`src/rtl/evt_timer_pkg.sv`:
```
package evt_timer_pkg;
  // Strobes from control to datapath, valid for one cycle
  typedef struct packed {
    logic load;    // take reload value and count from the write bus
    logic dec;     // step the count down by one
    logic reload;  // copy stored reload value into the count
    logic expire;  // count ran out this cycle
    logic clrIrq;  // software acknowledge
  } tmrStrobe_t;
endpackage

```
`src/rtl/evt_timer_ctrl.sv`:
```
module evt_timer_ctrl
  import evt_timer_pkg::*;
#(
  parameter int DATA_W = 32,
  parameter int ADDR_W = 4,
  parameter int EN_BIT = 31,
  parameter int PER_BIT = 30,
  parameter int CLR_BIT = 30,
  parameter logic [ADDR_W-1:0] LOAD_OFS = 'h0,
  parameter logic [ADDR_W-1:0] STAT_OFS = 'h4
) (
  input  logic              clk,
  input  logic              rstN,
  input  logic              tick,
  input  logic              busWrite,
  input  logic [ADDR_W-1:0] busAddr,
  input  logic [DATA_W-1:0] busWdata,
  input  logic              cntZero,
  output tmrStrobe_t        strb,
  output logic              enOut,
  output logic              perOut
);
  logic wrLoad, wrStat, stepOk;
  logic enQ, perQ;

  assign wrLoad = busWrite && (busAddr == LOAD_OFS);
  assign wrStat = busWrite && (busAddr == STAT_OFS);
  // a load in the same cycle swallows the tick
  assign stepOk = !wrLoad && enQ && tick;

  always_comb begin
    strb        = '0;
    strb.load   = wrLoad;
    strb.dec    = stepOk && !cntZero;
    strb.expire = stepOk && cntZero;
    strb.reload = stepOk && cntZero && perQ;
    strb.clrIrq = wrStat && busWdata[CLR_BIT];
  end

  always_ff @(posedge clk or negedge rstN) begin
    if (!rstN) begin
      enQ  <= 1'b0;
      perQ <= 1'b0;
    end else if (wrLoad) begin
      enQ  <= busWdata[EN_BIT];
      perQ <= busWdata[PER_BIT];
    end else if (strb.expire && !perQ) begin
      enQ <= 1'b0;
    end
  end

  assign enOut  = enQ;
  assign perOut = perQ;
endmodule

```
`src/rtl/evt_timer_dp.sv`:
```
module evt_timer_dp
  import evt_timer_pkg::*;
#(
  parameter int CNT_W = 29,
  parameter int DATA_W = 32,
  parameter int ADDR_W = 4,
  parameter int EN_BIT = 31,
  parameter int PER_BIT = 30,
  parameter int CLR_BIT = 30,
  parameter logic [ADDR_W-1:0] LOAD_OFS = 'h0,
  parameter logic [ADDR_W-1:0] STAT_OFS = 'h4
) (
  input  logic              clk,
  input  logic              rstN,
  input  tmrStrobe_t        strb,
  input  logic [DATA_W-1:0] busWdata,
  input  logic [ADDR_W-1:0] busAddr,
  input  logic              enIn,
  input  logic              perIn,
  output logic              cntZero,
  output logic [CNT_W-1:0]  cntVal,
  output logic [CNT_W-1:0]  loadVal,
  output logic              irq,
  output logic [DATA_W-1:0] busRdata
);
  localparam logic [CNT_W-1:0] ONE = CNT_W'(1);

  logic [CNT_W-1:0] cntQ, loadQ;
  logic irqQ;

  always_ff @(posedge clk or negedge rstN) begin
    if (!rstN) begin
      cntQ  <= '0;
      loadQ <= '0;
    end else if (strb.load) begin
      cntQ  <= busWdata[CNT_W-1:0];
      loadQ <= busWdata[CNT_W-1:0];
    end else if (strb.reload) begin
      cntQ <= loadQ;
    end else if (strb.dec) begin
      cntQ <= cntQ - ONE;
    end
  end

  // expiry has priority over acknowledge
  always_ff @(posedge clk or negedge rstN) begin
    if (!rstN)            irqQ <= 1'b0;
    else if (strb.expire) irqQ <= 1'b1;
    else if (strb.clrIrq) irqQ <= 1'b0;
  end

  always_comb begin
    busRdata = '0;
    if (busAddr == LOAD_OFS) begin
      busRdata[CNT_W-1:0] = loadQ;
      busRdata[EN_BIT]    = enIn;
      busRdata[PER_BIT]   = perIn;
    end else if (busAddr == STAT_OFS) begin
      busRdata[CNT_W-1:0] = cntQ;
      busRdata[CLR_BIT]   = irqQ;
    end
  end

  assign cntZero = (cntQ == '0);
  assign cntVal  = cntQ;
  assign loadVal = loadQ;
  assign irq     = irqQ;
endmodule

```
`src/rtl/evt_timer.sv`:
```
module evt_timer
  import evt_timer_pkg::*;
#(
  parameter int CNT_W = 29,
  parameter int DATA_W = 32,
  parameter int ADDR_W = 4,
  parameter int EN_BIT = 31,
  parameter int PER_BIT = 30,
  parameter int CLR_BIT = 30,
  parameter logic [ADDR_W-1:0] LOAD_OFS = 'h0,
  parameter logic [ADDR_W-1:0] STAT_OFS = 'h4
) (
  input  logic              clk,
  input  logic              rstN,
  input  logic              tick,
  input  logic              busWrite,
  input  logic [ADDR_W-1:0] busAddr,
  input  logic [DATA_W-1:0] busWdata,
  output logic [DATA_W-1:0] busRdata,
  output logic              irq
);
  tmrStrobe_t strb;
  logic cntZero, enVal, perVal;
  logic [CNT_W-1:0] cntVal, loadVal;

  evt_timer_ctrl #(
    .DATA_W(DATA_W), .ADDR_W(ADDR_W), .EN_BIT(EN_BIT), .PER_BIT(PER_BIT),
    .CLR_BIT(CLR_BIT), .LOAD_OFS(LOAD_OFS), .STAT_OFS(STAT_OFS)
  ) ctrl_i (
    .clk(clk), .rstN(rstN), .tick(tick), .busWrite(busWrite),
    .busAddr(busAddr), .busWdata(busWdata), .cntZero(cntZero),
    .strb(strb), .enOut(enVal), .perOut(perVal)
  );

  evt_timer_dp #(
    .CNT_W(CNT_W), .DATA_W(DATA_W), .ADDR_W(ADDR_W), .EN_BIT(EN_BIT),
    .PER_BIT(PER_BIT), .CLR_BIT(CLR_BIT), .LOAD_OFS(LOAD_OFS), .STAT_OFS(STAT_OFS)
  ) dp_i (
    .clk(clk), .rstN(rstN), .strb(strb), .busWdata(busWdata),
    .busAddr(busAddr), .enIn(enVal), .perIn(perVal), .cntZero(cntZero),
    .cntVal(cntVal), .loadVal(loadVal), .irq(irq), .busRdata(busRdata)
  );
endmodule

```
`config.mk`:
```
export PLATFORM = sky130hd
export DESIGN_NAME = evt_timer
export DESIGN_NICKNAME = d
export VERILOG_FILES = /design/src/rtl/evt_timer_pkg.sv /design/src/rtl/evt_timer_ctrl.sv /design/src/rtl/evt_timer_dp.sv /design/src/rtl/evt_timer.sv
export SDC_FILE = /design/constraint.sdc
export NUM_CORES = 1
export LEC_CHECK = 0
export BUFFER_PORTS_ARGS = -buffer_cell sky130_fd_sc_hd__buf_2
export CORE_MARGIN = 4
export CORE_UTILIZATION = 62
export CTS_BUF_LIST = sky130_fd_sc_hd__clkbuf_8
export DETAILED_ROUTE_END_ITERATION = 7
export PLACE_DENSITY = 0.92
export REMOVE_ABC_BUFFERS = 1
export SLEW_MARGIN = 10
export SYNTH_ARGS = -nofsm -noshare
export SYNTH_HDL_FRONTEND = slang
export SYNTH_SLANG_ARGS = --single-unit
```
`constraint.sdc`:
```
create_clock -name clk -period 8.6 [get_ports clk]
set_input_delay 1.29 -clock clk [delete_from_list [all_inputs] [get_ports clk]]
set_output_delay 1.29 -clock clk [all_outputs]
set_load 0.02 [all_outputs]
```
# Word level (Yosys, flattened, before mapping)

Index checks and enable logic that the tools add are counted.

$add $sub $neg: 1
$mul: 0
Divide/modulo/power cells: 0
Order comparisons: 0
Equality and inequality tests: 1
Shift operators: 0
Mux-type cells: 12
Bitwise gates (word level): 0
Reductions and logical operators: 17

Operators by type and width:

| operator                                             | count |
|---|---|
| 2-to-1 mux 29 bit                                    | 5 |
| logical NOT 29 bit                                   | 1 |
| subtractor 29 x 1 -> 29 bit (second input constant)  | 1 |
| logical AND 1 bit                                    | 9 |
| 2-to-1 mux 1 bit                                     | 7 |
| equality test 4 x 3 -> 1 bit (second input constant) | 1 |
| logical NOT 4 bit                                    | 1 |
| nonzero test 2 bit                                   | 2 |
| logical NOT 1 bit                                    | 3 |
| nonzero test 3 bit                                   | 1 |

Bits in registers: 61
Latch bits: 0
RAM bits: 0
Bits in read-only memories: 0
Bits of input ports: 40
Output and inout port bits: 33
Logic and storage cells: 36
Memories: 0

# Depth between registers and ports, before layout

Word-level depth: 9
Mapped depth: 9
Depth with buffers taken out: 8

# Modules after synthesis

From an unflattened synthesis, not the netlist that was laid out.

Cell total of the unflattened synthesis: 408
Area, all modules: 3823.7 um^2

Modules (own cells, without submodules):

| module         | instances | cells each | area each (um^2) | seq. area each (um^2) |
|---|---|---|---|---|
| evt_timer_dp   | 1         | 390        | 3669.8           | 1476.4 |
| evt_timer_ctrl | 1         | 18         | 153.9            | 50.0 |

# Worst setup path before layout

OpenSTA, ideal clock, no wires.

Path kind: in2out
From: input port busAddr[1]
To: output port busRdata[0]
Data arrival time: 2544 ps
Required time: 7310 ps
Path slack: 4766 ps
Stages: 3
Path buffers: 1
Cell sequence: nor4_1 > clkbuf_1 > a22o_1

Cells in the longest elaborated chain, start to end: 3
Elaborated cells on any way between the ends: 4
Those cells by class: eq/ne (1); mux (2); reduce/logical (1)

Ends and longest elaborated chain:

| item                         | RTL line           | RTL |
|---|---|---|
| start, declared              | evt_timer.sv:17    | `input logic [ADDR_W-1:0] busAddr,` |
| equality test 4 x 3 -> 1 bit | evt_timer_dp.sv:58 | `end else if (busAddr == STAT_OFS) begin` |
| 2-to-1 mux 29 bit            | evt_timer_dp.sv:58 |  |
| 2-to-1 mux 29 bit (*)        | evt_timer_dp.sv:54 | `if (busAddr == LOAD_OFS) begin` |
| end, declared                | evt_timer.sv:19    | `output logic [DATA_W-1:0] busRdata,` |

Mark *: on every way between the ends. The rest lies on a longest branch, timed or not.

# Final worst setup path

From: input port busAddr[1]
To: register dp_i.cntQ[17] (netlist: dp_i.cntVal[17])

Cells in the longest elaborated chain, start to end: 9
Elaborated cells on any way between the ends: 11
Those cells by class: mux (2); reduce/logical (9)

Ends and longest elaborated chain:

| item                           | RTL line             | RTL |
|---|---|---|
| logical NOT 4 bit (*)          | evt_timer_ctrl.sv:26 | `assign wrLoad = busWrite && (busAddr == LOAD_OFS);` |
| logical AND 1 bit (*)          | evt_timer_ctrl.sv:26 |  |
| logical NOT 1 bit              | evt_timer_ctrl.sv:29 | `assign stepOk = !wrLoad && enQ && tick;` |
| logical AND 1 bit (2 in a row) | evt_timer_ctrl.sv:29 |  |
| logical AND 1 bit (2 in a row) | evt_timer_ctrl.sv:36 | `strb.reload = stepOk && cntZero && perQ;` |
| 2-to-1 mux 29 bit              | evt_timer_dp.sv:38   | `end else if (strb.reload) begin` |
| 2-to-1 mux 29 bit              | evt_timer_dp.sv:35   | `end else if (strb.load) begin` |
| end signal, assigned           | evt_timer_dp.sv:36   | `cntQ <= busWdata[CNT_W-1:0];` |
| end signal, assigned           | evt_timer_dp.sv:39   | `cntQ <= loadQ;` |
| end signal, assigned           | evt_timer_dp.sv:41   | `cntQ <= cntQ - ONE;` |
| end, declared                  | evt_timer_dp.sv:28   | `logic [CNT_W-1:0] cntQ, loadQ;` |

Marks and branches as above.
A chain may end at the register's enable or synchronous reset.

==> out/qor.txt <==
Status = complete, no violations
CP Capture Type = flop
Maximum root-to-sink buffer count = 2
Overflow left after global routing = 0
RSZ-0062 raised after global routing = no
CP required = 8.83 ns
DIE AREA = 0.007468 mm^2
Mapped Avg Cell Area = 8.164 um^2
IO Port Bufs = 70
Startpoint type of the worst setup path = primary input
FF+latch area = 0.001526 mm^2
Last weighted congestion value of the routability-driven placer = 0.9300
Arrival time of data at the critical path endpoint = 4.58 ns
Clock buffers created by TritonCTS = 9
Number of inserted diodes = 0
Total Routed Length = 11.12 mm
CTS tree = done
Power per unit of standard cell area = 236.6 mW/mm^2
Post-CTS setup repair buffer count = 0
Hold path cells = 2
DRT antenna net count = 0
Sinks on Clock Net = 61
Critical path fanouts, max = 35
Most frequent cells in the layout = sky130_fd_sc_hd__nand2_1, sky130_fd_sc_hd__buf_2, sky130_fd_sc_hd__dfrtp_1, sky130_fd_sc_hd__a22o_1, sky130_fd_sc_hd__nor2_1
Initial detailed-routing violation count = 754
Total placed cells including tap cells = 585
Cell row count = 28
Hold endpoint = dp_i.loadVal[9]
Minimum setup slack among reg-to-reg paths = 5.33 ns
CTS Hold Bufs = 0
Wire length of the first global-routing pass = 17.95 mm
Max H-tree Level = 3
Maximum vdd ir drop = 0.0001583 V
Final setup viols = 0
Core footprint = 0.005956 mm^2
Ratio of cells with drive above 1 in the final layout = 19.20%
Max-slew violation count = 0
Drt wl/cell = 18.50 um
Pleak = 1.947 nW
Critical hold path startpoint = dp_i.loadVal[9]
Number of global-route vias before repair = 3,831
Number of failing hold endpoints at the final stage = 0
Number of enable-type register cells in the synthesized netlist = 0
Number of instances in the synthesized netlist = 467
Worst clock skew = 0.008065 ns
Drt first pass iters = 7
Number of filler cells placed in the layout = 456
Vias after detailed routing = 4,028
Total Negative Setup Slacks = 0 ns
Count of max-cap constraint violations = 0
Dominant register cell in the synthesized netlist = sky130_fd_sc_hd__dfrtp_1
Final cell count without fillers = 601
Ports placed on the boundary = 73
Number of distinct library cells after synthesis = 52
Sequential area share after synthesis = 40.04%
Clock Tree Root = sky130_fd_sc_hd__clkbuf_8
Count of unresolved DRC violations after routing = 0
Beginning of the worst register-to-register path = dp_i.cntVal[18]
Gr usage total = 30.43%
Synth warnings = 0
Post-Synthesis Cell Area = 0.003812 mm^2
Resized cells post-CTS = 0
Maximum number of pins on one net before global-route repair = 62
Initial core utilization = 64.01%
Maximum frequency from static timing analysis = 230.1 MHz
Minimum clock period after layout = 4.345 ns
Async SR Flop Fraction = 100.0%
Synth-to-Final Area Change = 15.75%
Core Util, Final = 74.10%
Post-DP HPWL = 6.919 mm
Total power consumption of the routed design = 1.044 mW
Clock network latency to the later pin of the worst-skew pair = 0.36 ns
Share of the clock period used by the worst path after layout = 50.53%
Relative max-transition margin = 28.01%
Register-to-Register Path Depth = 6
Die Width = 86.42 um
Vertical extent of the die = 86.42 um
Number of synthesized register bits = 61
Most common cell after layout, fill and taps aside = sky130_fd_sc_hd__nand2_1
Clock edge transition at the registers on the reported setup and hold paths = 0.06 ns
Kind of path behind the tightest hold check = reg2reg
Reg2Reg Capture Point = dp_i.cntVal[1]
Worst hold margin = 0.5021 ns
Number of nets in the finished design = 563
Worst-Margin Slew = 1.075 ns
Multi-input gate area in the final layout = 0.002127 mm^2
Avg Vias per Cell = 6.702
Worst Setup Path Type = in2reg
Antenna violations before repair = 0
cells in the mapped netlist (3+ instances only):
cell type,instances,area (um^2)
sky130_fd_sc_hd__o211ai_1,18,135.1
sky130_fd_sc_hd__dfrtp_1,61,1526
sky130_fd_sc_hd__a22o_1,30,262.8
sky130_fd_sc_hd__a31oi_1,9,56.30
sky130_fd_sc_hd__o21a_1,7,52.55
sky130_fd_sc_hd__o31ai_1,3,22.52
sky130_fd_sc_hd__a21oi_1,24,120.1
sky130_fd_sc_hd__o21ai_0,25,125.1
sky130_fd_sc_hd__o22a_1,8,70.07
sky130_fd_sc_hd__nor3_1,22,110.1
sky130_fd_sc_hd__or3_1,6,37.54
sky130_fd_sc_hd__o22ai_1,3,18.77
sky130_fd_sc_hd__nand2_1,101,379.1
sky130_fd_sc_hd__a211oi_1,3,22.52
sky130_fd_sc_hd__xnor2_1,5,43.79
sky130_fd_sc_hd__nor2_1,27,101.4
sky130_fd_sc_hd__and2_1,3,18.77
sky130_fd_sc_hd__nand4_1,4,25.02
sky130_fd_sc_hd__buf_1,3,11.26
sky130_fd_sc_hd__a211o_1,3,26.28
sky130_fd_sc_hd__or4_1,5,37.54
sky130_fd_sc_hd__inv_1,6,22.52
sky130_fd_sc_hd__clkbuf_1,26,97.59
sky130_fd_sc_hd__a21boi_0,3,22.52
sky130_fd_sc_hd__nor4_1,9,56.30
sky130_fd_sc_hd__o221a_2,4,45.04
sky130_fd_sc_hd__nand3_1,14,70.07
how the worst max path moves through the flow:
stage	end	depth (start not counted)	slack [ns]	from
after floorplan	dp_i.cntVal[17]	5	1.65	busAddr[0]
after detailed placement	dp_i.cntVal[17]	8	3.94	busAddr[1]
after global placement	dp_i.cntVal[17]	8	4.06	busAddr[1]
after global routing	dp_i.cntVal[17]	8	4.02	busAddr[1]
final	dp_i.cntVal[17]	8	4.25	busAddr[1]
after CTS	dp_i.cntVal[17]	8	4.29	busAddr[1]
power by group:
part / leakage [nW] / switching (mW) / internal (mW) / total (mW)
registers: 0.706 / 0.110 / 0.361 / 0.471
clock network: 0.129 / 0.121 / 0.198 / 0.319
logic: 1.11 / 0.139 / 0.115 / 0.254
total: 1.95 / 0.370 / 0.674 / 1.04
kinds of logic (layout without fill, tap and decap cells):
kind of cell    after synthesis  count (layout)  share of synthesized area, %
xor+xnor                      6               6                         1.378
buf+inv                      40              99                         4.496
flops                        61              61                         40.04
compound gates              149             149                         27.73
other cells                   1               1                       0.09836
fa+ha+maj                     2               2                        0.6563
simple gates                208             208                         25.60
per-layer routing:
layer	global-route usage (%)	part of all wire, %	vias up
li1	-	-	1840
met1	39.37	40	1905
met2	48.61	48	251
met3	5.989	9.5	32
met4	15.58	2.6	0
met5	0	0	-
through the flow:
stage / cell area (um^2) / setup slack [ns]
2_1_floorplan: 3664 / 1.651
3_3_place_gp: 4173 / 4.063
3_5_place_dp: 4173 / 3.940
4_1_cts: 4413 / 4.290
5_1_grt: 4413 / 4.017
6_report: 4413 / 4.255
layout make-up:
type                       instances  area share [%]
multi-input combinational        366           48.20
inverter                           6          0.5103
clock inverter                     6           2.325
timing repair buffer              77           9.130
clock buffer                      10           3.119
tap                               75           2.126
sequential                        61           34.59
state kept, by name, indices dropped and copies added (netlist names):
register / count
dp_i.loadVal: 29
dp_i.cntVal: 29
ctrl_i.perOut: 1
ctrl_i.enOut: 1
dp_i.irq: 1
worst max-delay path: stages:
cell and delay (ns):
sky130_fd_sc_hd__buf_2 0.11, sky130_fd_sc_hd__nor4_2 0.26, sky130_fd_sc_hd__buf_4 0.42, sky130_fd_sc_hd__nand2_1 0.67, sky130_fd_sc_hd__buf_4 0.49, sky130_fd_sc_hd__nand2_1 0.73
sky130_fd_sc_hd__o21ai_0 0.22, sky130_fd_sc_hd__a221o_1 0.34
No activity file was read; power rests on OpenSTA's default activity.
